**config.mk**
```make
export PLATFORM = sky130hd
export DESIGN_NAME = osc_handover
export DESIGN_NICKNAME = d
export VERILOG_FILES = /design/src/rtl/osc_handover_pkg.sv /design/src/rtl/hs_edge_det.sv /design/src/rtl/hs_cycle_timer.sv /design/src/rtl/hs_phase_seq.sv /design/src/rtl/osc_handover.sv
export SDC_FILE = /design/constraint.sdc
export NUM_CORES = 1
export LEC_CHECK = 0
export BUFFER_PORTS_ARGS = -buffer_cell sky130_fd_sc_hd__clkbuf_2
export CORE_MARGIN = 1
export CORE_UTILIZATION = 58
export DETAILED_ROUTE_END_ITERATION = 7
export PLACE_DENSITY = 0.78
export SKIP_CTS_REPAIR_TIMING = 1
export SLEW_MARGIN = 20
export SYNTH_ARGS = -nofsm -noshare
export SYNTH_HDL_FRONTEND = slang
export SYNTH_SLANG_ARGS = --single-unit
export TNS_END_PERCENT = 50
```
**constraint.sdc**
```tcl
create_clock -name clk -period 2.6 [get_ports clk]
set_clock_uncertainty 0.1 [all_clocks]
set_input_delay 0.13 -clock clk [delete_from_list [all_inputs] [get_ports clk]]
set_output_delay 0.13 -clock clk [all_outputs]
set_load 0.02 [all_outputs]
```
**src/rtl/osc_handover_pkg.sv**
```systemverilog
package osc_handover_pkg;

    typedef enum logic [2:0] {
        ST_INT   = 3'd0,
        ST_OST   = 3'd1,
        ST_SYNC  = 3'd2,
        ST_PARK  = 3'd3,
        ST_STALL = 3'd4,
        ST_PRI   = 3'd5
    } hs_state_e;

    typedef enum logic [1:0] {
        PH_Q1 = 2'd0,
        PH_Q2 = 2'd1,
        PH_Q3 = 2'd2,
        PH_Q4 = 2'd3
    } phase_e;

    typedef struct packed {
        logic rise;
        logic fall;
    } edge_t;

    function automatic phase_e next_phase(input phase_e p);
        return phase_e'(p + 2'd1);
    endfunction

    function automatic int max_int(input int a, input int b);
        return (a > b) ? a : b;
    endfunction

endpackage

```
**src/rtl/hs_edge_det.sv**
```systemverilog
module hs_edge_det
    import osc_handover_pkg::*;
#(
    parameter int N = 3
) (
    input  logic         clk,
    input  logic         rst,
    input  logic [N-1:0] lvl_i,
    output edge_t        edge_o [N]
);
    logic [N-1:0] lvl_q;

    always_ff @(posedge clk) begin
        if (rst) lvl_q <= '0;
        else     lvl_q <= lvl_i;
    end

    for (genvar g = 0; g < N; g++) begin : g_edge
        assign edge_o[g].rise = lvl_i[g] & ~lvl_q[g];
        assign edge_o[g].fall = ~lvl_i[g] & lvl_q[g];
    end
endmodule

```
**src/rtl/hs_cycle_timer.sv**
```systemverilog
module hs_cycle_timer #(
    parameter int W = 11
) (
    input  logic         clk,
    input  logic         rst,
    input  logic         clr_i,
    input  logic         inc_i,
    output logic [W-1:0] cnt_o
);
    always_ff @(posedge clk) begin
        if (rst || clr_i)               cnt_o <= '0;
        else if (inc_i && cnt_o != '1)  cnt_o <= cnt_o + 1'b1;
    end
endmodule

```
**src/rtl/hs_phase_seq.sv**
```systemverilog
module hs_phase_seq
    import osc_handover_pkg::*;
(
    input  logic   clk,
    input  logic   rst,
    input  logic   adv_i,
    output phase_e phase_o
);
    always_ff @(posedge clk) begin
        if (rst)        phase_o <= PH_Q1;
        else if (adv_i) phase_o <= next_phase(phase_o);
    end

    assert_phase_step_R6: assert property (@(posedge clk) disable iff (rst)
        (phase_o != $past(phase_o)) |-> (phase_o == next_phase($past(phase_o))));
endmodule

```
**src/rtl/osc_handover.sv**
```systemverilog
module osc_handover
    import osc_handover_pkg::*;
#(
    parameter int OST_CYC  = 1024,
    parameter int STAB_CYC = 8
) (
    input  logic       clk,
    input  logic       rst,
    input  logic       int_osc_i,
    input  logic       pri_osc_i,
    input  logic       pri_xtal_i,
    input  logic       sel_int_i,
    input  logic       wdt_need_i,
    input  logic       fscm_need_i,
    output logic       sys_clk_o,
    output logic [1:0] phase_o,
    output logic       switch_done_o,
    output logic       int_osc_en_o
);
    localparam int CW = $clog2(max_int(OST_CYC, STAB_CYC) + 1);
    localparam logic [CW-1:0] OST_LAST = CW'(OST_CYC - 1);
    localparam logic [CW-1:0] STAB_END = CW'(STAB_CYC);

    hs_state_e state_q, state_d;
    logic      done_d, parked_q, parked_d, sys_d, sys_rise;
    logic      cnt_clr, cnt_inc;
    logic [CW-1:0] cnt;
    phase_e    phase;
    edge_t     edges [3];

    hs_edge_det #(.N(3)) u_edges (
        .clk   (clk),
        .rst   (rst),
        .lvl_i ({sel_int_i, pri_osc_i, int_osc_i}),
        .edge_o(edges)
    );

    hs_cycle_timer #(.W(CW)) u_timer (
        .clk  (clk),
        .rst  (rst),
        .clr_i(cnt_clr),
        .inc_i(cnt_inc),
        .cnt_o(cnt)
    );

    hs_phase_seq u_phase (
        .clk    (clk),
        .rst    (rst),
        .adv_i  (sys_rise),
        .phase_o(phase)
    );

    always_comb begin
        unique case (state_q)
            ST_PARK:  sys_d = int_osc_i & ~parked_q;
            ST_STALL: sys_d = 1'b0;
            ST_PRI:   sys_d = pri_osc_i;
            default:  sys_d = int_osc_i;
        endcase
        sys_rise = sys_d & ~sys_clk_o;
    end

    always_comb begin
        state_d  = state_q;
        done_d   = switch_done_o;
        parked_d = parked_q;
        cnt_clr  = 1'b0;
        cnt_inc  = 1'b0;
        unique case (state_q)
            ST_INT: begin
                if (edges[2].fall) begin
                    cnt_clr = 1'b1;
                    done_d  = 1'b0;
                    state_d = pri_xtal_i ? ST_OST : ST_SYNC;
                end
            end
            ST_OST: begin
                if (sel_int_i) begin
                    state_d = ST_INT;
                    cnt_clr = 1'b1;
                end else if (edges[1].rise) begin
                    if (cnt == OST_LAST) begin
                        state_d = ST_SYNC;
                        cnt_clr = 1'b1;
                    end else begin
                        cnt_inc = 1'b1;
                    end
                end
            end
            ST_SYNC: begin
                if (sel_int_i) state_d = ST_INT;
                else if (sys_rise && phase == PH_Q4) begin
                    state_d  = ST_PARK;
                    parked_d = 1'b0;
                end
            end
            ST_PARK: begin
                if (sel_int_i) begin
                    state_d  = ST_INT;
                    parked_d = 1'b0;
                end else begin
                    if (!int_osc_i) parked_d = 1'b1;
                    if (parked_q && edges[1].fall) begin
                        parked_d = 1'b0;
                        cnt_clr  = 1'b1;
                        if (pri_xtal_i) begin
                            state_d = ST_PRI;
                            done_d  = 1'b1;
                        end else begin
                            state_d = ST_STALL;
                        end
                    end
                end
            end
            ST_STALL: begin
                if (sel_int_i) begin
                    state_d = ST_INT;
                    cnt_clr = 1'b1;
                end else if (cnt == STAB_END) begin
                    if (!pri_osc_i) begin
                        state_d = ST_PRI;
                        done_d  = 1'b1;
                    end
                end else if (edges[0].rise) begin
                    cnt_inc = 1'b1;
                end
            end
            ST_PRI: begin
                if (sel_int_i) begin
                    state_d = ST_INT;
                    done_d  = 1'b0;
                end
            end
            default: state_d = ST_INT;
        endcase
    end

    always_ff @(posedge clk) begin
        if (rst) begin
            state_q       <= ST_INT;
            switch_done_o <= 1'b0;
            parked_q      <= 1'b0;
            sys_clk_o     <= 1'b0;
        end else begin
            state_q       <= state_d;
            switch_done_o <= done_d;
            parked_q      <= parked_d;
            sys_clk_o     <= sys_d;
        end
    end

    assign phase_o      = phase;
    assign int_osc_en_o = !(state_q == ST_PRI && !wdt_need_i && !fscm_need_i);

    assert_ost_span_R2: assert property (@(posedge clk) disable iff (rst)
        (state_q == ST_OST) |-> (cnt < CW'(OST_CYC)));
    assert_park_frozen_R4: assert property (@(posedge clk) disable iff (rst)
        (state_q == ST_PARK && parked_q) |=> $stable(phase_o));
    assert_stall_low_R5: assert property (@(posedge clk) disable iff (rst)
        (state_q == ST_STALL) |-> !sys_clk_o);
    assert_done_on_pri_R8: assert property (@(posedge clk) disable iff (rst)
        switch_done_o |-> (state_q == ST_PRI));
endmodule

```
==> reports/metrics.csv <==
metric,value,unit
run status,"complete, no violations",
critical path cell sequence,nor3_4 -> nand2_2 -> o32a_4 -> or4_1 -> a21oi_1,
post-synthesis sequential area ratio,31.86,%
"count leader, synth",dfxtp_1,
vertical die dimension,50.83,um
most instantiated cells after synthesis,"22 x dfxtp_1, 13 x nor2_1, 11 x a21oi_1, 11 x o21ai_0",
Hold Crit Start,rst,
post-DP HPWL,2268,um
"Net Count, Synth",181,
clock tree root driver cell,clkbuf_4,
Mapped Cells,170,
final setup fails,0,
number of port buffers,12,
type of the most critical hold path,in2reg,
portion of synthesized cell area occupied by the leading cell type,31.86,%
total power after layout,0.6996,mW
top cells by area in the synthesized netlist,"dfxtp_1 32%, a21oi_1 4.0%, o21ai_0 4.0%, nor2_1 3.5%, nand3b_1 3.3%",
source of the worst register-to-register timing path,state_q[1]$_SDFFE_PP0P_,
number of top-level design ports,13,
GRT Util Overall,27.02,%
pins over their slew limit,0,
DRC violation count after routing,0,
setup total negative slack,0,ns
data required time at the worst endpoint,2.76,ns
last weighted congestion value of the routability-driven placer,0.8831,
cell type with the largest total area after synthesis,dfxtp_1,
type of origin of the critical path,register,
Hold Path End,u_edges.lvl_q[0]$_SDFF_PP0_,
# Max-Cap Violations,0,
effective utilization at floorplan,61.90,%
TritonCTS clock tree,done,
Final Critical Period,2.293,ns
share of cells above drive strength 1,14.84,%
# diodes,0,
average wire length per cell after detail routing,15.19,um
number of nets at the end of the flow,194,
Leak Pwr,0.5540,nW
cell count after placement,204,
"Largest stage delay, worst path",0.55,ns
critical path's slowest cell,or4_1,
Final Hold Fails,0,
worst r2r path cells,5,
reg-to-reg setup timing slack,0.31,ns
Vias/cell,6.238,
fill cell total of the finished layout,218,
number of search-and-repair iterations in the first detailed-routing pass,4,
Slew @ Worst Pin,0.6014,ns
area of all sequential standard cells,440.4,um^2
area of the multi-input gates,868.3,um^2
Max-Slew Margin vs Limit,59.54,%
post-placement worst setup slack,0.3831,ns
Skew-Pair Late Insertion Delay,0.32,ns
clock-pin slew on the worst setup and hold paths,0.13,ns
antenna-violating nets left,0,
Post-Synthesis Mean Instance Area,8.133,um^2
setup repair after global routing missed its margin,no,
Clock H-tree levels,1,
FP Rows,17,
wire length of the first global-routing pass,5271,um
smallest hold slack,0.06644,ns
number of CTS-inserted buffers,3,
distinct cell type count after synthesis,49,
highest attainable clock frequency,436.2,MHz
Async SR Flop Fraction,0,%
netlist area before placement,1383,um^2
maximum root-to-sink buffer count,2,
standard cell core area,2233,um^2
number of flops mapped to enable cells by yosys,0,
final period utilization,88.17,%
detailed router's first-iteration violation count,56,
aggregate global routing overflow,0,
vias in the first global route,1148,
clock net sink count,22,
worst hold path stage count,2,
Total Die Area,2583,um^2
count of vias placed by the detailed router,1310,
worst reg2reg endpoint,u_timer.cnt_o[9]$_SDFFE_PP0P_,
number of synthesis warnings,0,
total wirelength of the detailed-routed design,3189,um
Die X-Extent,50.83,um
category of the most critical setup path,reg2reg,
pin count of the biggest net entering global routing,20,
worst-case vdd ir drop,0.0004985,V
leading register cell type out of synthesis,dfxtp_1,
sort of element at the end of the critical path,register,
minimum setup slack in the final design,0.3075,ns
synthesis-to-finish area growth,9.140,%
ratio of total power to cell area,463.6,nW/um^2
synthesis-stage register bit count,22,
initial antenna violation count,0,
arrival time reported for the critical path endpoint,2.45,ns
top fanout value on the critical path,19,
final cell count without fillers,210,
==> registers in the layout (all words and copies together), names as in the netlist <==
register,cells
state_q,3
sys_clk_o,1
u_phase.phase_o,2
parked_q,1
u_timer.cnt_o,11
u_edges.lvl_q,3
switch_done_o,1
==> metrics by stage <==
step,utilization (%),cell area [um^2]
global route,67.56,1509
finish,67.56,1509
detailed placement,65.04,1453
floorplan,-,1383
global placement,65.04,1453
CTS,66.67,1489
==> cell families (layout without fill, tap and decap cells) <==
| group | after synthesis | count (layout) | share of synthesized area (%) |
|---|---|---|---|
| adders and majority gates | 3 | 3 | 2.715 |
| buffers and inverters | 16 | 28 | 5.339 |
| AOI/OAI and AO/OA | 41 | 41 | 20.00 |
| xor gates and xnor gates | 1 | 1 | 0.6336 |
| DFF | 22 | 22 | 31.86 |
| and+or+nand+nor | 84 | 84 | 37.29 |
| muxes | 3 | 3 | 2.172 |
==> cell type report <==
cell class                      count  area share [%]
Inverter                            7           1.741
Timing Repair Buffer               17           6.799
Clock buffer                        4           2.405
Sequential cell                    22           29.19
Multi-Input combinational cell    132           57.55
Tap cell                           28           2.322
==> critical path: cells and delay by family, from the launching register on <==
family | cells | cell delay (ns)
and+or+nand+nor | 3 | 0.97
AOI/OAI and AO/OA | 2 | 0.64
DFF | 1 | 0.51
==> worst max path at each step <==
stage | startpoint | end | slack, ns | depth (start not counted)
6_report | state_q[1]$_SDFFE_PP0P_ | u_timer.cnt_o[9]$_SDFFE_PP0P_ | 0.31 | 5
4_1_cts | state_q[1]$_SDFFE_PP0P_ | u_timer.cnt_o[9]$_SDFFE_PP0P_ | 0.34 | 5
5_1_grt | u_timer.cnt_o[0]$_SDFFE_PP0P_ | state_q[0]$_SDFFE_PP0P_ | 0.14 | 7
3_3_place_gp | state_q[0]$_SDFFE_PP0P_ | u_timer.cnt_o[9]$_SDFFE_PP0P_ | 0.46 | 5
3_5_place_dp | state_q[1]$_SDFFE_PP0P_ | u_timer.cnt_o[9]$_SDFFE_PP0P_ | 0.38 | 5
2_1_floorplan | u_timer.cnt_o[0]$_SDFFE_PP0P_ | u_timer.cnt_o[6]$_SDFFE_PP0P_ | 0.62 | 7
==> report_power, final <==
group / total (mW) / internal [mW] / switching [mW]
sequential: 0.371 / 0.350 / 0.0212
combinational: 0.129 / 0.0555 / 0.0738
clock: 0.199 / 0.0858 / 0.113
==> metal layers <==
metal,track usage (%),vias up,share of wire [%]
met1,37.04,611,46
met4,10.65,0,1.1
met5,0,-,0
met3,3.571,4,3.7
met2,42.89,38,49
li1,-,657,-
==> cell usage in the layout, fill, tap and decap left out, types with 2 or more instances in the layout <==
cell type / n
ha_1: 3
mux2i_1: 3
or3_1: 5
or4b_1: 2
nor3_1: 7
or4_1: 5
clkbuf_2: 12
nand3_1: 7
inv_1: 7
o21ai_0: 11
a21oi_1: 11
nor4_1: 4
nand4_1: 2
dlygate4sd3_1: 2
nor2_1: 13
o31ai_1: 4
dfxtp_1: 22
nand4b_1: 3
nand3b_1: 6
clkbuf_4: 3
nor2b_1: 7
nand2_1: 7
buf_4: 3
or3b_2: 2
nand2b_1: 7
Power figures use the tool's default switching activity.
